File: src/rtl/tsm_pkg.sv
package tsm_pkg;
  typedef enum logic [1:0] {
    ST_IDLE  = 2'd0,
    ST_START = 2'd1,
    ST_DATA  = 2'd2
  } tsm_state_e;

  typedef enum logic [2:0] {
    RSN_NONE     = 3'd0,
    RSN_NO_START = 3'd1,
    RSN_OVERFLOW = 3'd2,
    RSN_EMPTY    = 3'd3,
    RSN_STALL    = 3'd4
  } tsm_reason_e;
endpackage

File: src/rtl/tsm_trigger_det.sv
module tsm_trigger_det (
  input  logic clk,
  input  logic rst,
  input  logic req,
  input  logic ack,
  input  logic cancel,
  output logic armed
);
  logic saw_req_q;
  logic saw_req_ack_q;

  always_ff @(posedge clk) begin
    if (rst) begin
      saw_req_q     <= 1'b0;
      saw_req_ack_q <= 1'b0;
    end else begin
      saw_req_q     <= req;
      saw_req_ack_q <= saw_req_q & ack;
    end
  end

  assign armed = saw_req_ack_q & ~cancel;

  // arming only follows req two cycles back and ack one cycle back
  p_arm_shape_r1: assert property (@(posedge clk) disable iff (rst)
    armed |-> ($past(ack) && $past(req, 2) && !cancel));
endmodule

File: src/rtl/tsm_beat_counter.sv
module tsm_beat_counter #(
  parameter int MAX_BEATS = 8
) (
  input  logic clk,
  input  logic rst,
  input  logic clr,
  input  logic inc,
  output logic at_max,
  output logic is_zero
);
  localparam int CW = $clog2(MAX_BEATS + 1);

  logic [CW-1:0] count_q;

  always_ff @(posedge clk) begin
    if (rst || clr) begin
      count_q <= '0;
    end else if (inc && !at_max) begin
      count_q <= count_q + CW'(1);
    end
  end

  assign at_max  = (count_q == CW'(MAX_BEATS));
  assign is_zero = (count_q == '0);

  // the beat count never passes the configured maximum
  p_count_bound_r4: assert property (@(posedge clk) disable iff (rst)
    count_q <= CW'(MAX_BEATS));
endmodule

File: src/rtl/tsm_idle_watchdog.sv
module tsm_idle_watchdog #(
  parameter int IDLE_LIMIT = 64
) (
  input  logic clk,
  input  logic rst,
  input  logic run,
  input  logic kick,
  output logic expire
);
  localparam int WW = $clog2(IDLE_LIMIT + 1);

  logic [WW-1:0] idle_q;

  always_ff @(posedge clk) begin
    if (rst || !run || kick) begin
      idle_q <= '0;
    end else if (!expire) begin
      idle_q <= idle_q + WW'(1);
    end
  end

  assign expire = run & ~kick & (idle_q == WW'(IDLE_LIMIT - 1));

  // the idle count stays below the limit
  p_idle_bound_r6: assert property (@(posedge clk) disable iff (rst)
    idle_q < WW'(IDLE_LIMIT));
endmodule

File: src/rtl/txn_shape_monitor.sv
module txn_shape_monitor #(
  parameter int MAX_BEATS  = 8,
  parameter int IDLE_LIMIT = 64
) (
  input  logic       clk,
  input  logic       rst,
  input  logic       req,
  input  logic       ack,
  input  logic       cancel,
  input  logic       start_trans,
  input  logic       data_valid,
  input  logic       write_end,
  output logic       err_sticky,
  output logic       err_pulse,
  output logic [2:0] err_code,
  output logic       pass_pulse
);
  import tsm_pkg::*;

  tsm_state_e  state_q, state_d;
  tsm_reason_e reason_d;
  logic        armed;
  logic        flag_err, flag_pass;
  logic        beat_inc, at_max, is_zero;
  logic        stall;

  tsm_trigger_det u_trig (
    .clk    (clk),
    .rst    (rst),
    .req    (req),
    .ack    (ack),
    .cancel (cancel),
    .armed  (armed)
  );

  tsm_beat_counter #(.MAX_BEATS(MAX_BEATS)) u_beats (
    .clk     (clk),
    .rst     (rst),
    .clr     (state_q != ST_DATA),
    .inc     (beat_inc),
    .at_max  (at_max),
    .is_zero (is_zero)
  );

  tsm_idle_watchdog #(.IDLE_LIMIT(IDLE_LIMIT)) u_wdog (
    .clk    (clk),
    .rst    (rst),
    .run    (state_q == ST_DATA),
    .kick   (data_valid | write_end),
    .expire (stall)
  );

  always_comb begin
    state_d   = state_q;
    reason_d  = RSN_NONE;
    flag_err  = 1'b0;
    flag_pass = 1'b0;
    beat_inc  = 1'b0;
    case (state_q)
      ST_IDLE: begin
        if (armed) state_d = ST_START;
      end
      ST_START: begin
        if (start_trans) begin
          state_d = ST_DATA;
        end else begin
          flag_err = 1'b1;
          reason_d = RSN_NO_START;
          state_d  = ST_IDLE;
        end
      end
      ST_DATA: begin
        if (write_end) begin
          state_d = ST_IDLE;
          if (is_zero) begin
            flag_err = 1'b1;
            reason_d = RSN_EMPTY;
          end else begin
            flag_pass = 1'b1;
          end
        end else if (data_valid) begin
          if (at_max) begin
            flag_err = 1'b1;
            reason_d = RSN_OVERFLOW;
            state_d  = ST_IDLE;
          end else begin
            beat_inc = 1'b1;
          end
        end else if (stall) begin
          flag_err = 1'b1;
          reason_d = RSN_STALL;
          state_d  = ST_IDLE;
        end
      end
      default: state_d = ST_IDLE;
    endcase
  end

  always_ff @(posedge clk) begin
    if (rst) begin
      state_q    <= ST_IDLE;
      err_pulse  <= 1'b0;
      err_code   <= 3'd0;
      err_sticky <= 1'b0;
      pass_pulse <= 1'b0;
    end else begin
      state_q    <= state_d;
      err_pulse  <= flag_err;
      err_code   <= flag_err ? reason_d : RSN_NONE;
      err_sticky <= err_sticky | flag_err;
      pass_pulse <= flag_pass;
    end
  end

  // pass and error never pulse together
  p_pulse_excl_r8: assert property (@(posedge clk) disable iff (rst)
    !(err_pulse && pass_pulse));
  // sticky flag holds until reset
  p_sticky_hold_r8: assert property (@(posedge clk) disable iff (rst)
    err_sticky |=> err_sticky);
  // reason code is non-zero exactly with the pulse
  p_code_pulse_r8: assert property (@(posedge clk) disable iff (rst)
    (err_code != 3'd0) == err_pulse);
  // every error pulse is reflected in the sticky flag
  p_pulse_sticky_r8: assert property (@(posedge clk) disable iff (rst)
    err_pulse |-> err_sticky);
  // a pass always follows an end marker
  p_pass_end_r3: assert property (@(posedge clk) disable iff (rst)
    pass_pulse |-> $past(write_end));
  // reason 1 only when start was absent
  p_nostart_r2: assert property (@(posedge clk) disable iff (rst)
    (err_pulse && err_code == 3'd1) |-> $past(!start_trans));
  // arming while busy leaves the state untouched
  p_busy_ignore_r7: assert property (@(posedge clk) disable iff (rst)
    (state_q == ST_DATA && armed && !data_valid && !write_end && !stall)
      |=> state_q == ST_DATA);
endmodule

File: config.mk
export PLATFORM = sky130hd
export DESIGN_NAME = txn_shape_monitor
export DESIGN_NICKNAME = d
export VERILOG_FILES = /design/src/rtl/tsm_pkg.sv /design/src/rtl/tsm_trigger_det.sv /design/src/rtl/tsm_beat_counter.sv /design/src/rtl/tsm_idle_watchdog.sv /design/src/rtl/txn_shape_monitor.sv
export SDC_FILE = /design/constraint.sdc
export NUM_CORES = 1
export LEC_CHECK = 0
export BUFFER_PORTS_ARGS = -buffer_cell sky130_fd_sc_hd__buf_2
export CELL_PAD_IN_SITES_DETAIL_PLACEMENT = 1
export CELL_PAD_IN_SITES_GLOBAL_PLACEMENT = 1
export CORE_MARGIN = 8
export CORE_UTILIZATION = 44
export CTS_CLUSTER_SIZE = 24
export DETAILED_ROUTE_END_ITERATION = 16
export PLACE_DENSITY = 0.8
export SLEW_MARGIN = 20
export SYNTH_ARGS = -nofsm -noshare
export SYNTH_HDL_FRONTEND = slang
export SYNTH_SLANG_ARGS = --single-unit
File: constraint.sdc
create_clock -name clk -period 4.8 [get_ports clk]
set_input_delay 0.72 -clock clk [delete_from_list [all_inputs] [get_ports clk]]
set_output_delay 0.72 -clock clk [all_outputs]
set_load 0.01 [all_outputs]
==> results by group, run 1 <==
Timing
  – Fmax achieved: 0.569 GHz
  – Setup TNS: 0 ns
  – Hold Fails Final Rpt: 0
  – Count of pins over their slew limit: 0
  – Final clock skew: 0.00288 ns
  – RSZ-0062 raised after global routing: false
  – Setup violations, final: 0
  – Final min period: 1.76 ns
  – Worst slew margin: 72.2%
  – Worst-Margin Slew: 0.417 ns
  – Final Cycle Share: 36.6%

Synth
  – Mapped Area: 978 um^2
  – Async SR Flop Fraction: 0%
  – Synth cell count leaders: dfxtp_1, nor2_1, ha_1, nand2_1
  – Cell with the most instances after synthesis: dfxtp_1
  – Post-synth EDFFs: 0
  – Syn Inst Count: 105
  – Yosys reg bits: 21
  – Syn_nets: 119
  – Synth cell types: 30
  – Syn. warnings: 0
  – Share of the yosys chip area belonging to registers: 43.0%
  – Mapped Avg Cell Area: 9.32 um^2
  – Synth Flop Type: dfxtp_1
  – Synth top area share: 43.0%
  – Post-synth top area cell: dfxtp_1
  – Largest cells by area after synthesis: dfxtp_1, ha_1, nor2_1

Worst setup path
  – FF-to-FF path depth: 5
  – Critical path origin: u_wdog.idle_q[0]$_SDFFE_PP0P_
  – CP Max Fanout: 5
  – Data required time of the worst path: 5.00 ns
  – Startpoint types: flop
  – Kind of critical path: reg -> reg
  – Kind of end point of the critical path: flop
  – Reg2Reg Setup Slack: 3.04 ns
  – RR Endpoint: state_q[0]$_SDFFE_PP0P_
  – Worst Path Arrival: 1.96 ns
  – RR Startpoint: u_wdog.idle_q[0]$_SDFFE_PP0P_

Clocking
  – CTS tree: done
  – Clock Path Buffers: 2
  – Root Buffer: clkbuf_4
  – Setup bufs post-CTS: 0
  – Total CTS buffers: 3
  – Cts repair resizes: 0
  – Clock sink count: 21
  – Clk_lat worst skew: 0.30 ns
  – Post-cts hold buffer count: 0
  – H-Tree Depth: 1
  – Worst-path clk slew: 0.12 ns

Global route
  – GRT Resource Usage Total: 11.1%
  – Remaining global-route overflow: 0
  – Vias in the first global route: 847
  – Largest net degree at the start of global routing: 12
  – Antenna violations before repair: 0
  – Wire length of the first global-routing pass: 3.67 mm

Job
  – Max cap viols: 0

Power
  – Cell area power density: 281 mW/mm^2
  – Worst VDD drop: 0.171 mV
  – Total power: 309 uW
  – Leak pwr: 0.000421 uW

Floorplan
  – Die Width: 63.2 um
  – Initial core utilization: 45.5%
  – Row cnt: 17
  – Core area: 0.00215 mm^2
  – Die area: 0.00399 mm^2
  – Top-level I/O count: 14
  – Die H: 63.2 um

Route
  – Pre-antenna DRT Iters: 4
  – DR vias/cell: 5.27
  – Routed wire length: 2.11 mm
  – Drt initial violations: 18
  – Via count: 785
  – Final ANT Viol Nets: 0
  – Wire per inst: 14.2 um
  – # DRC: 0

Hold path
  – Worst Min Path Start: u_trig.saw_req_q$_SDFF_PP0_
  – Min-Delay Path Class: reg -> reg
  – Hold Path Depth: 2
  – WHS Endpoint: u_trig.saw_req_ack_q$_SDFF_PP0_

Cells and area
  – Syn-to-layout area delta: 12.4%
  – Fillers: 265
  – Ant diodes: 0
  – Final instance area: 0.00110 mm^2
  – Nets@finish: 136
  – Share of cells above drive strength 1: 16.5%

Placed design
  – Routability congestion estimate from global placement: 0.856
  – Post-placement cell area: 0.00107 mm^2
  – Port bufs: 13
  – DP Wirelength: 1.72 mm

Outcome
  – Outcome: completed
[cell families (layout without fill, tap and decap cells)]
kind of cell / after synthesis / after routing / synth area share, %
adder cells (fa/ha/maj): 6 / 6 / 7.67
flip-flops: 21 / 21 / 43.0
XOR/XNOR: 6 / 6 / 5.37
AND/OR/NAND/NOR: 50 / 50 / 28.8
AO/OA/AOI/OAI: 15 / 15 / 11.1
buffers and inverters: 5 / 21 / 2.05
multiplexers: 2 / 2 / 2.05
[through the flow]
stage,worst slack [ns],hold slack (ns),util [%],instances
floorplan,2.99,0.402,-,105
global placement,2.89,0.404,50.0,145
detailed placement,2.80,0.415,50.0,145
CTS,3.02,0.432,51.2,149
global route,2.88,0.458,51.2,149
finish,3.04,0.433,51.2,149
[cell type report]
| type | count | area, um^2 | share of cell area (%) |
|---|---|---|---|
| multi-input combinational | 79 | 538 | 48.9 |
| sequential | 21 | 420 | 38.2 |
| timing repair buffer | 13 | 65.1 | 5.92 |
| tap | 28 | 35.0 | 3.19 |
| clock buffer | 4 | 26.3 | 2.39 |
| inverter | 4 | 15.0 | 1.37 |
[sequential cells by signal, indices dropped and copies added (netlist names)]
signal and cells:
u_wdog.idle_q 7, u_beats.count_q 4, err_code 3, state_q 2
err_pulse 1, err_sticky 1, pass_pulse 1, u_trig.saw_req_ack_q 1
u_trig.saw_req_q 1
[report_power, final]
part | switching [uW] | total, uW | internal (uW) | leakage, uW
Clock | 52.1 | 84.4 | 32.3 | 0.0000150
Combinational | 23.7 | 44.5 | 20.8 | 0.000237
Sequential | 1.93 | 180 | 178 | 0.000170
Total | 77.7 | 309 | 231 | 0.000421
[worst max path at each step]
| stage | slack [ns] | cells past startpoint | endpoint |
|---|---|---|---|
| after floorplan | 2.99 | 5 | state_q[0]$_SDFFE_PP0P_ |
| after global placement | 2.89 | 5 | state_q[0]$_SDFFE_PP0P_ |
| after detailed placement | 2.80 | 5 | state_q[0]$_SDFFE_PP0P_ |
| after CTS | 3.02 | 5 | state_q[0]$_SDFFE_PP0P_ |
| after global routing | 2.88 | 5 | state_q[0]$_SDFFE_PP0P_ |
| final | 3.04 | 5 | state_q[0]$_SDFFE_PP0P_ |
[placed cells by master, fill, tap and decap left out, drive strengths merged]
| cell type | instances |
|---|---|
| nand2b | 5 |
| ha | 6 |
| mux2i | 2 |
| dfxtp | 21 |
| nand4 | 1 |
| clkbuf | 4 |
| inv | 4 |
| nor2b | 3 |
| nor3 | 3 |
| and3 | 3 |
| nor4 | 1 |
| a21oi | 2 |
| nand2 | 6 |
| and3b | 1 |
| a2111oi | 1 |
| a221oi | 1 |
| nor2 | 14 |
| xor2 | 2 |
| a211oi | 2 |
| nor3b | 3 |
| xnor2 | 4 |
| a31oi | 5 |
| o21ai | 2 |
| nand3 | 5 |
| or3 | 1 |
| nand3b | 4 |
| buf | 13 |
| a32oi | 1 |
| a21bo | 1 |
[worst max-delay path: stages (launching register included)]
cell	delay, ns
dfxtp_1	0.41
ha_1	0.25
and3b_1	0.27
nand2_1	0.14
a21bo_2	0.24
a2111oi_2	0.35
[per-layer routing]
layer	up-vias	share of wire [%]	track usage (%)
li1	401	-	-
met1	375	47	12.6
met2	7	50	19.5
met3	2	2.0	2.30
met4	0	0.80	5.13
met5	-	0	0
Power figures use the tool's default switching activity.
==> run 2: changes to the inputs <==
- ABC_AREA: default -> 1
- CORE_UTILIZATION: 44 -> 35
- PLACE_DENSITY: 0.8 -> 0.72
- clock period: 4.8 -> 1.6 ns (I/O delays scaled with it)
==> results by group, run 2 <==
Route
  – Drt initial violations: 18 (unchanged)
  – Via count: 893 (was 785)
  – # DRC: 0 (unchanged)
  – Routed wire length: 2.27 mm (was 2.11 mm)
  – DR vias/cell: 4.85 (was 5.27)
  – Pre-antenna DRT Iters: 4 (unchanged)
  – Final ANT Viol Nets: 0 (unchanged)
  – Wire per inst: 12.3 um (was 14.2 um)

Floorplan
  – Die Width: 69.1 um (was 63.2 um)
  – Core area: 0.00271 mm^2 (was 0.00215 mm^2)
  – Initial core utilization: 36.4% (was 45.5%)
  – Top-level I/O count: 14 (unchanged)
  – Die area: 0.00477 mm^2 (was 0.00399 mm^2)
  – Row cnt: 19 (was 17)
  – Die H: 69.1 um (was 63.2 um)

Worst setup path
  – Kind of critical path: reg -> reg (unchanged)
  – CP Max Fanout: 5 (unchanged)
  – FF-to-FF path depth: 9 (was 5)
  – Kind of end point of the critical path: flop (unchanged)
  – Data required time of the worst path: 1.82 ns (was 5.00 ns)
  – Worst Path Arrival: 1.72 ns (was 1.96 ns)
  – Startpoint types: flop (unchanged)

Timing
  – Worst slew margin: 78.1% (was 72.2%)
  – Worst-Margin Slew: 0.328 ns (was 0.417 ns)
  – Final min period: 1.50 ns (was 1.76 ns)
  – Final clock skew: 0.00663 ns (was 0.00288 ns)
  – Count of pins over their slew limit: 0 (unchanged)
  – Fmax achieved: 0.666 GHz (was 0.569 GHz)
  – Final Cycle Share: 93.8% (was 36.6%)
  – Setup violations, final: 0 (unchanged)
  – RSZ-0062 raised after global routing: true (was false)
  – Hold Fails Final Rpt: 0 (unchanged)
  – Fin Hold WS: 0.132 ns (was 0.433 ns)

Hold path
  – Hold Path Depth: 3 (was 2)
  – Min-Delay Path Class: in -> reg (was reg -> reg)

Cells and area
  – Largest registers: u_wdog.idle_q (7), u_beats.count_q (4), err_code (3) (unchanged)
  – Share of cells above drive strength 1: 18.3% (was 16.5%)
  – Nets@finish: 168 (was 136)
  – Fillers: 367 (was 265)
  – Syn-to-layout area delta: 14.1% (was 12.4%)
  – Max FFs per register: 7 (unchanged)
  – Ant diodes: 0 (unchanged)
  – Final core utilization: 41.5% (was 51.2%)
  – Most frequent cells in the layout: nand2_1, nor2_1, inv_1 (was dfxtp_1, nor2_1, buf_2)
  – Final instance area: 0.00112 mm^2 (was 0.00110 mm^2)
  – Most common cell after layout, fill and taps aside: nand2_1 (was dfxtp_1)
  – Largest Register: u_wdog.idle_q (unchanged)

Synth
  – Async SR Flop Fraction: 0% (unchanged)
  – Mapped Area: 986 um^2 (was 978 um^2)
  – Largest cells by area after synthesis: dfxtp_1, nand2_1, nor2_1 (was dfxtp_1, ha_1, nor2_1)
  – Syn Inst Count: 136 (was 105)
  – Yosys reg bits: 21 (unchanged)
  – Share of the yosys chip area belonging to registers: 42.6% (was 43.0%)
  – Cell with the most instances after synthesis: nand2_1 (was dfxtp_1)
  – Synth Flop Type: dfxtp_1 (unchanged)
  – Post-synth top area cell: dfxtp_1 (unchanged)
  – Synth cell types: 18 (was 30)
  – Mapped Avg Cell Area: 7.25 um^2 (was 9.32 um^2)
  – Syn_nets: 150 (was 119)
  – Syn. warnings: 0 (unchanged)
  – Synth top area share: 42.6% (was 43.0%)
  – Synth cell count leaders: nand2_1, nor2_1, inv_1 (was dfxtp_1, nor2_1, ha_1, nand2_1)
  – Post-synth EDFFs: 0 (unchanged)

Placed design
  – Routability congestion estimate from global placement: 0.759 (was 0.856)
  – Post-placement cell area: 0.00109 mm^2 (was 0.00107 mm^2)
  – Port bufs: 13 (unchanged)
  – DP Wirelength: 1.85 mm (was 1.72 mm)

Clocking
  – Post-cts hold buffer count: 0 (unchanged)
  – Worst-path clk slew: 0.12 ns (about the same)
  – Setup bufs post-CTS: 0 (unchanged)
  – H-Tree Depth: 1 (unchanged)
  – Total CTS buffers: 3 (unchanged)
  – Root Buffer: clkbuf_4 (unchanged)
  – Clock sink count: 21 (unchanged)
  – CTS tree: done (unchanged)
  – Clock Path Buffers: 2 (unchanged)
  – Clk_lat worst skew: 0.31 ns (was 0.30 ns)

Power
  – Sequential Power Share: 53.7% (was 58.3%)
  – P_sw: 333 uW (was 77.7 uW)
  – Worst VDD drop: 0.556 mV (was 0.171 mV)
  – Net Sw Frac: 31.5% (was 25.2%)
  – Internal power: 724 uW (was 231 uW)
  – Cell area power density: 940 mW/mm^2 (was 281 mW/mm^2)
  – Clock Power Share: 24.9% (was 27.3%)
  – Leak pwr: 0.000543 uW (was 0.000421 uW)
  – Total power: 1060 uW (was 309 uW)
  – Comb power frac: 21.3% (was 14.4%)

Global route
  – Remaining global-route overflow: 0 (unchanged)
  – Vias in the first global route: 960 (was 847)
  – M1 GR Usage: 9.44% (was 12.6%)
  – GRT Resource Usage Total: 9.56% (was 11.1%)
  – Met2 Use GR: 18.2% (was 19.5%)
  – Antenna violations before repair: 0 (unchanged)
  – Largest net degree at the start of global routing: 13 (was 12)
  – Met3 usage: 2.29% (was 2.30%)
  – GRT busiest layer: met2 (unchanged)
  – Wire length of the first global-routing pass: 3.91 mm (was 3.67 mm)

Job
  – Max cap viols: 0 (unchanged)

Outcome
  – Outcome: completed (unchanged)
-- run 2: cell count changes after synthesis, moves of 6 or more --
cell,before,now
nand2_1,6,28
inv_1,4,22
nor2_1,14,24
a21oi_1,2,8
-- run 2: critical path, stage by stage (launching register included) --
cell and delay [ns]:
dfxtp_1 0.35, inv_1 0.10, ha_1 0.20, nand3_1 0.14, nand3_1 0.19, nand2_1 0.10, nor2_2 0.14, nand2_1 0.07
nand2_1 0.07, nor2_1 0.05
-- run 2: metrics by stage --
step	setup TNS, ns	instances	worst slack (ns)
after floorplan	0	136	0.277
after global placement	0	180	0.0909
after detailed placement	0	180	0.0615
after CTS	0	184	0.0206
after global routing	-0.164	184	-0.0564
final	0	184	0.0988
-- run 2: final timing paths --
kind | startpoint | end | slack, ns
min reg2reg | err_sticky$_SDFF_PP0_ | err_sticky$_SDFF_PP0_ | 0.46
min | req | u_trig.saw_req_q$_SDFF_PP0_ | 0.13
max reg2reg | u_beats.count_q[0]$_SDFFE_PP0P_ | state_q[1]$_SDFFE_PP0P_ | 0.1
max | u_beats.count_q[0]$_SDFFE_PP0P_ | state_q[1]$_SDFFE_PP0P_ | 0.1
-- run 2: timing repair --
item / CTS / global route
setup endpoints to repair: 0 / 7
endpoints found under the hold margin: 0 / 0
gates resized for setup: 0 / 4
-- run 2: metal layers --
layer  vias up  part of all wire [%]
met3         7                   2.7
met5         -                     0
met1       418                    44
li1        453                     -
met2        15                    52
met4         0                   2.2
-- run 2: cells by family after synthesis --
family	share of synthesized area, %
buffers and inverters	8.38
XOR/XNOR	1.78
flip-flops	42.6
AO/OA/AOI/OAI	9.14
AND/OR/NAND/NOR	30.5
adder cells (fa/ha/maj)	7.61
-- run 2: final cells by class --
cell class	count	area [um^2]	share of cell area (%)
clock inverters	1	5.00	0.445
well taps	31	38.8	3.45
flip-flops and latches	21	423	37.6
repair buffers	13	65.1	5.78
clock buffers	3	22.5	2.00
multi-input cells	93	488	43.4
inverters	22	82.6	7.34
-- run 2: power groups by stage --
stage          Clock, uW  Combinational (uW)  Sequential [uW]
6_report             264                 226              568
5_1_grt              293                 254              574
4_1_cts              275                 219              567
3_5_place_dp           0                 215              579
3_3_place_gp           0                 201              578
2_1_floorplan          0                 144              580
==> run 3: changes to the inputs <==
- ABC_AREA: 1 -> default
- CORE_UTILIZATION: 35 -> 37
==> results by group, run 3 (synthesis gave the netlist of run 1 again) <==
Global route
  – Remaining global-route overflow: 0 (unchanged)
  – Wire length of the first global-routing pass: 4.24 mm (was 3.91 mm)
  – GRT Resource Usage Total: 12.1% (was 9.56%)
  – Largest net degree at the start of global routing: 12 (was 13)
  – Vias in the first global route: 915 (was 960)
  – Antenna violations before repair: 0 (unchanged)

Floorplan
  – Row cnt: 18 (was 19)
  – Die Width: 67.4 um (was 69.1 um)
  – Top-level I/O count: 14 (unchanged)
  – Die H: 67.4 um (was 69.1 um)
  – Die area: 0.00455 mm^2 (was 0.00477 mm^2)
  – Core area: 0.00250 mm^2 (was 0.00271 mm^2)
  – Initial core utilization: 39.1% (was 36.4%)

Worst setup path
  – Worst Path Arrival: 1.77 ns (was 1.72 ns)
  – RR Startpoint: u_wdog.idle_q[1]$_SDFFE_PP0P_ (was u_beats.count_q[0]$_SDFFE_PP0P_)
  – RR Endpoint: state_q[0]$_SDFFE_PP0P_ (was state_q[1]$_SDFFE_PP0P_)
  – FF-to-FF path depth: 5 (was 9)
  – CP Max Fanout: 4 (was 5)
  – Kind of end point of the critical path: flop (unchanged)
  – Reg2Reg Setup Slack: 0.05 ns (was 0.1 ns)
  – Kind of critical path: reg -> reg (unchanged)
  – Data required time of the worst path: 1.82 ns (about the same)
  – Startpoint types: flop (unchanged)

Cells and area
  – Final core utilization: 49.8% (was 41.5%)
  – Most frequent cells in the layout: dfxtp_1, nor2_1, buf_2 (was nand2_1, nor2_1, inv_1)
  – Most common cell after layout, fill and taps aside: dfxtp_1 (was nand2_1)
  – Largest registers: u_wdog.idle_q (7), u_beats.count_q (4), err_code (3) (unchanged)
  – Ant diodes: 0 (unchanged)
  – Syn-to-layout area delta: 27.2% (was 14.1%)
  – Nets@finish: 147 (was 168)
  – Share of cells above drive strength 1: 31.1% (was 18.3%)
  – Max FFs per register: 7 (unchanged)
  – Largest Register: u_wdog.idle_q (unchanged)

Timing
  – Hold Fails Final Rpt: 0 (unchanged)
  – Final min period: 1.55 ns (was 1.50 ns)
  – Setup violations, final: 0 (unchanged)
  – Fin Hold WS: 0.139 ns (was 0.132 ns)
  – Worst-Margin Slew: 0.434 ns (was 0.328 ns)
  – Count of pins over their slew limit: 0 (unchanged)
  – Setup TNS: 0 ns (unchanged)
  – Final Cycle Share: 97.1% (was 93.8%)
  – Final clock skew: 0.00199 ns (was 0.00663 ns)
  – Worst slew margin: 71.0% (was 78.1%)
  – Fmax achieved: 0.644 GHz (was 0.666 GHz)

Clocking
  – Clock Path Buffers: 2 (unchanged)
  – Worst-path clk slew: 0.12 ns (about the same)
  – Clk_lat worst skew: 0.30 ns (was 0.31 ns)
  – Total CTS buffers: 3 (unchanged)
  – H-Tree Depth: 1 (unchanged)
  – CTS tree: done (unchanged)
  – Clock sink count: 21 (unchanged)
  – Post-cts hold buffer count: 0 (unchanged)
  – Root Buffer: clkbuf_4 (unchanged)

Hold path
  – Worst Min Path Start: req (unchanged)
  – Min-Delay Path Class: in -> reg (unchanged)
  – Hold Path Depth: 2 (was 3)
  – WHS Endpoint: u_trig.saw_req_q$_SDFF_PP0_ (unchanged)

Job
  – Max cap viols: 0 (unchanged)

Route
  – # DRC: 0 (unchanged)
  – Pre-antenna DRT Iters: 4 (unchanged)
  – Wire per inst: 16.2 um (was 12.3 um)
  – DR vias/cell: 5.35 (was 4.85)
  – Routed wire length: 2.62 mm (was 2.27 mm)
  – Final ANT Viol Nets: 0 (unchanged)
  – Via count: 867 (was 893)
  – Drt initial violations: 33 (was 18)

Placed design
  – Routability congestion estimate from global placement: 0.759 (about the same)
  – Port bufs: 13 (unchanged)
  – DP Wirelength: 1.98 mm (was 1.85 mm)

Outcome
  – Outcome: completed (unchanged)

Power
  – Worst VDD drop: 0.489 mV (was 0.556 mV)
  – Leak pwr: 0.000488 uW (was 0.000543 uW)
  – Cell area power density: 801 mW/mm^2 (was 940 mW/mm^2)
## run 3: per-stage QoR
step | setup slack (ns) | cells | power, uW | area, um^2
final | 0.0465 | 162 | 997 | 1240
after detailed placement | -0.0477 | 157 | 706 | 1150
after global placement | -0.0256 | 157 | 694 | 1150
after global routing | -0.00796 | 162 | 1040 | 1240
after floorplan | 0.0630 | 105 | 652 | 978
after CTS | 0.00875 | 161 | 961 | 1200
## run 3: worst max-delay path: stages, from the launching register on
cell	delay, ns
dfxtp_2	0.38
ha_1	0.17
and3b_1	0.18
nand2_1	0.13
a21bo_2	0.26
a2111oi_4	0.34
## run 3: metal layers
metal,global-route usage [%],part of all wire [%]
met3,2.32,2.8
met2,21.7,54
met1,13.6,42
met4,4.70,1.3
met5,0,0
## run 3: timing repair
item / 4_1_cts / 5_1_grt
endpoints found under the hold margin: 0 / 0
setup buffers: 0 / 1
pin swaps: 1 / 1
gates resized for setup: 7 / 7
setup endpoints to repair: 2 / 3
## run 3: where the power goes
part	internal, uW	switching [uW]
clock network	97.3	163
registers	534	5.56
logic	92.9	104
## run 3: how the worst max path moves through the flow
| stage | startpoint | to | slack (ns) | cells past startpoint |
|---|---|---|---|---|
| 2_1_floorplan | u_wdog.idle_q[0]$_SDFFE_PP0P_ | state_q[0]$_SDFFE_PP0P_ | 0.06 | 5 |
| 3_3_place_gp | u_beats.count_q[0]$_SDFFE_PP0P_ | state_q[0]$_SDFFE_PP0P_ | -0.03 | 6 |
| 3_5_place_dp | u_beats.count_q[0]$_SDFFE_PP0P_ | state_q[0]$_SDFFE_PP0P_ | -0.05 | 6 |
| 4_1_cts | u_beats.count_q[1]$_SDFFE_PP0P_ | state_q[0]$_SDFFE_PP0P_ | 0.009 | 6 |
| 5_1_grt | state_q[0]$_SDFFE_PP0P_ | state_q[0]$_SDFFE_PP0P_ | -0.008 | 5 |
| 6_report | u_wdog.idle_q[1]$_SDFFE_PP0P_ | state_q[0]$_SDFFE_PP0P_ | 0.05 | 5 |
## run 3: cell type report
type,count,area [um^2]
sequential,21,425
multi-input combinational,79,593
timing repair buffer,24,148
tap,30,37.5
fill,306,1250
clock buffer,4,26.3
inverter,4,15.0
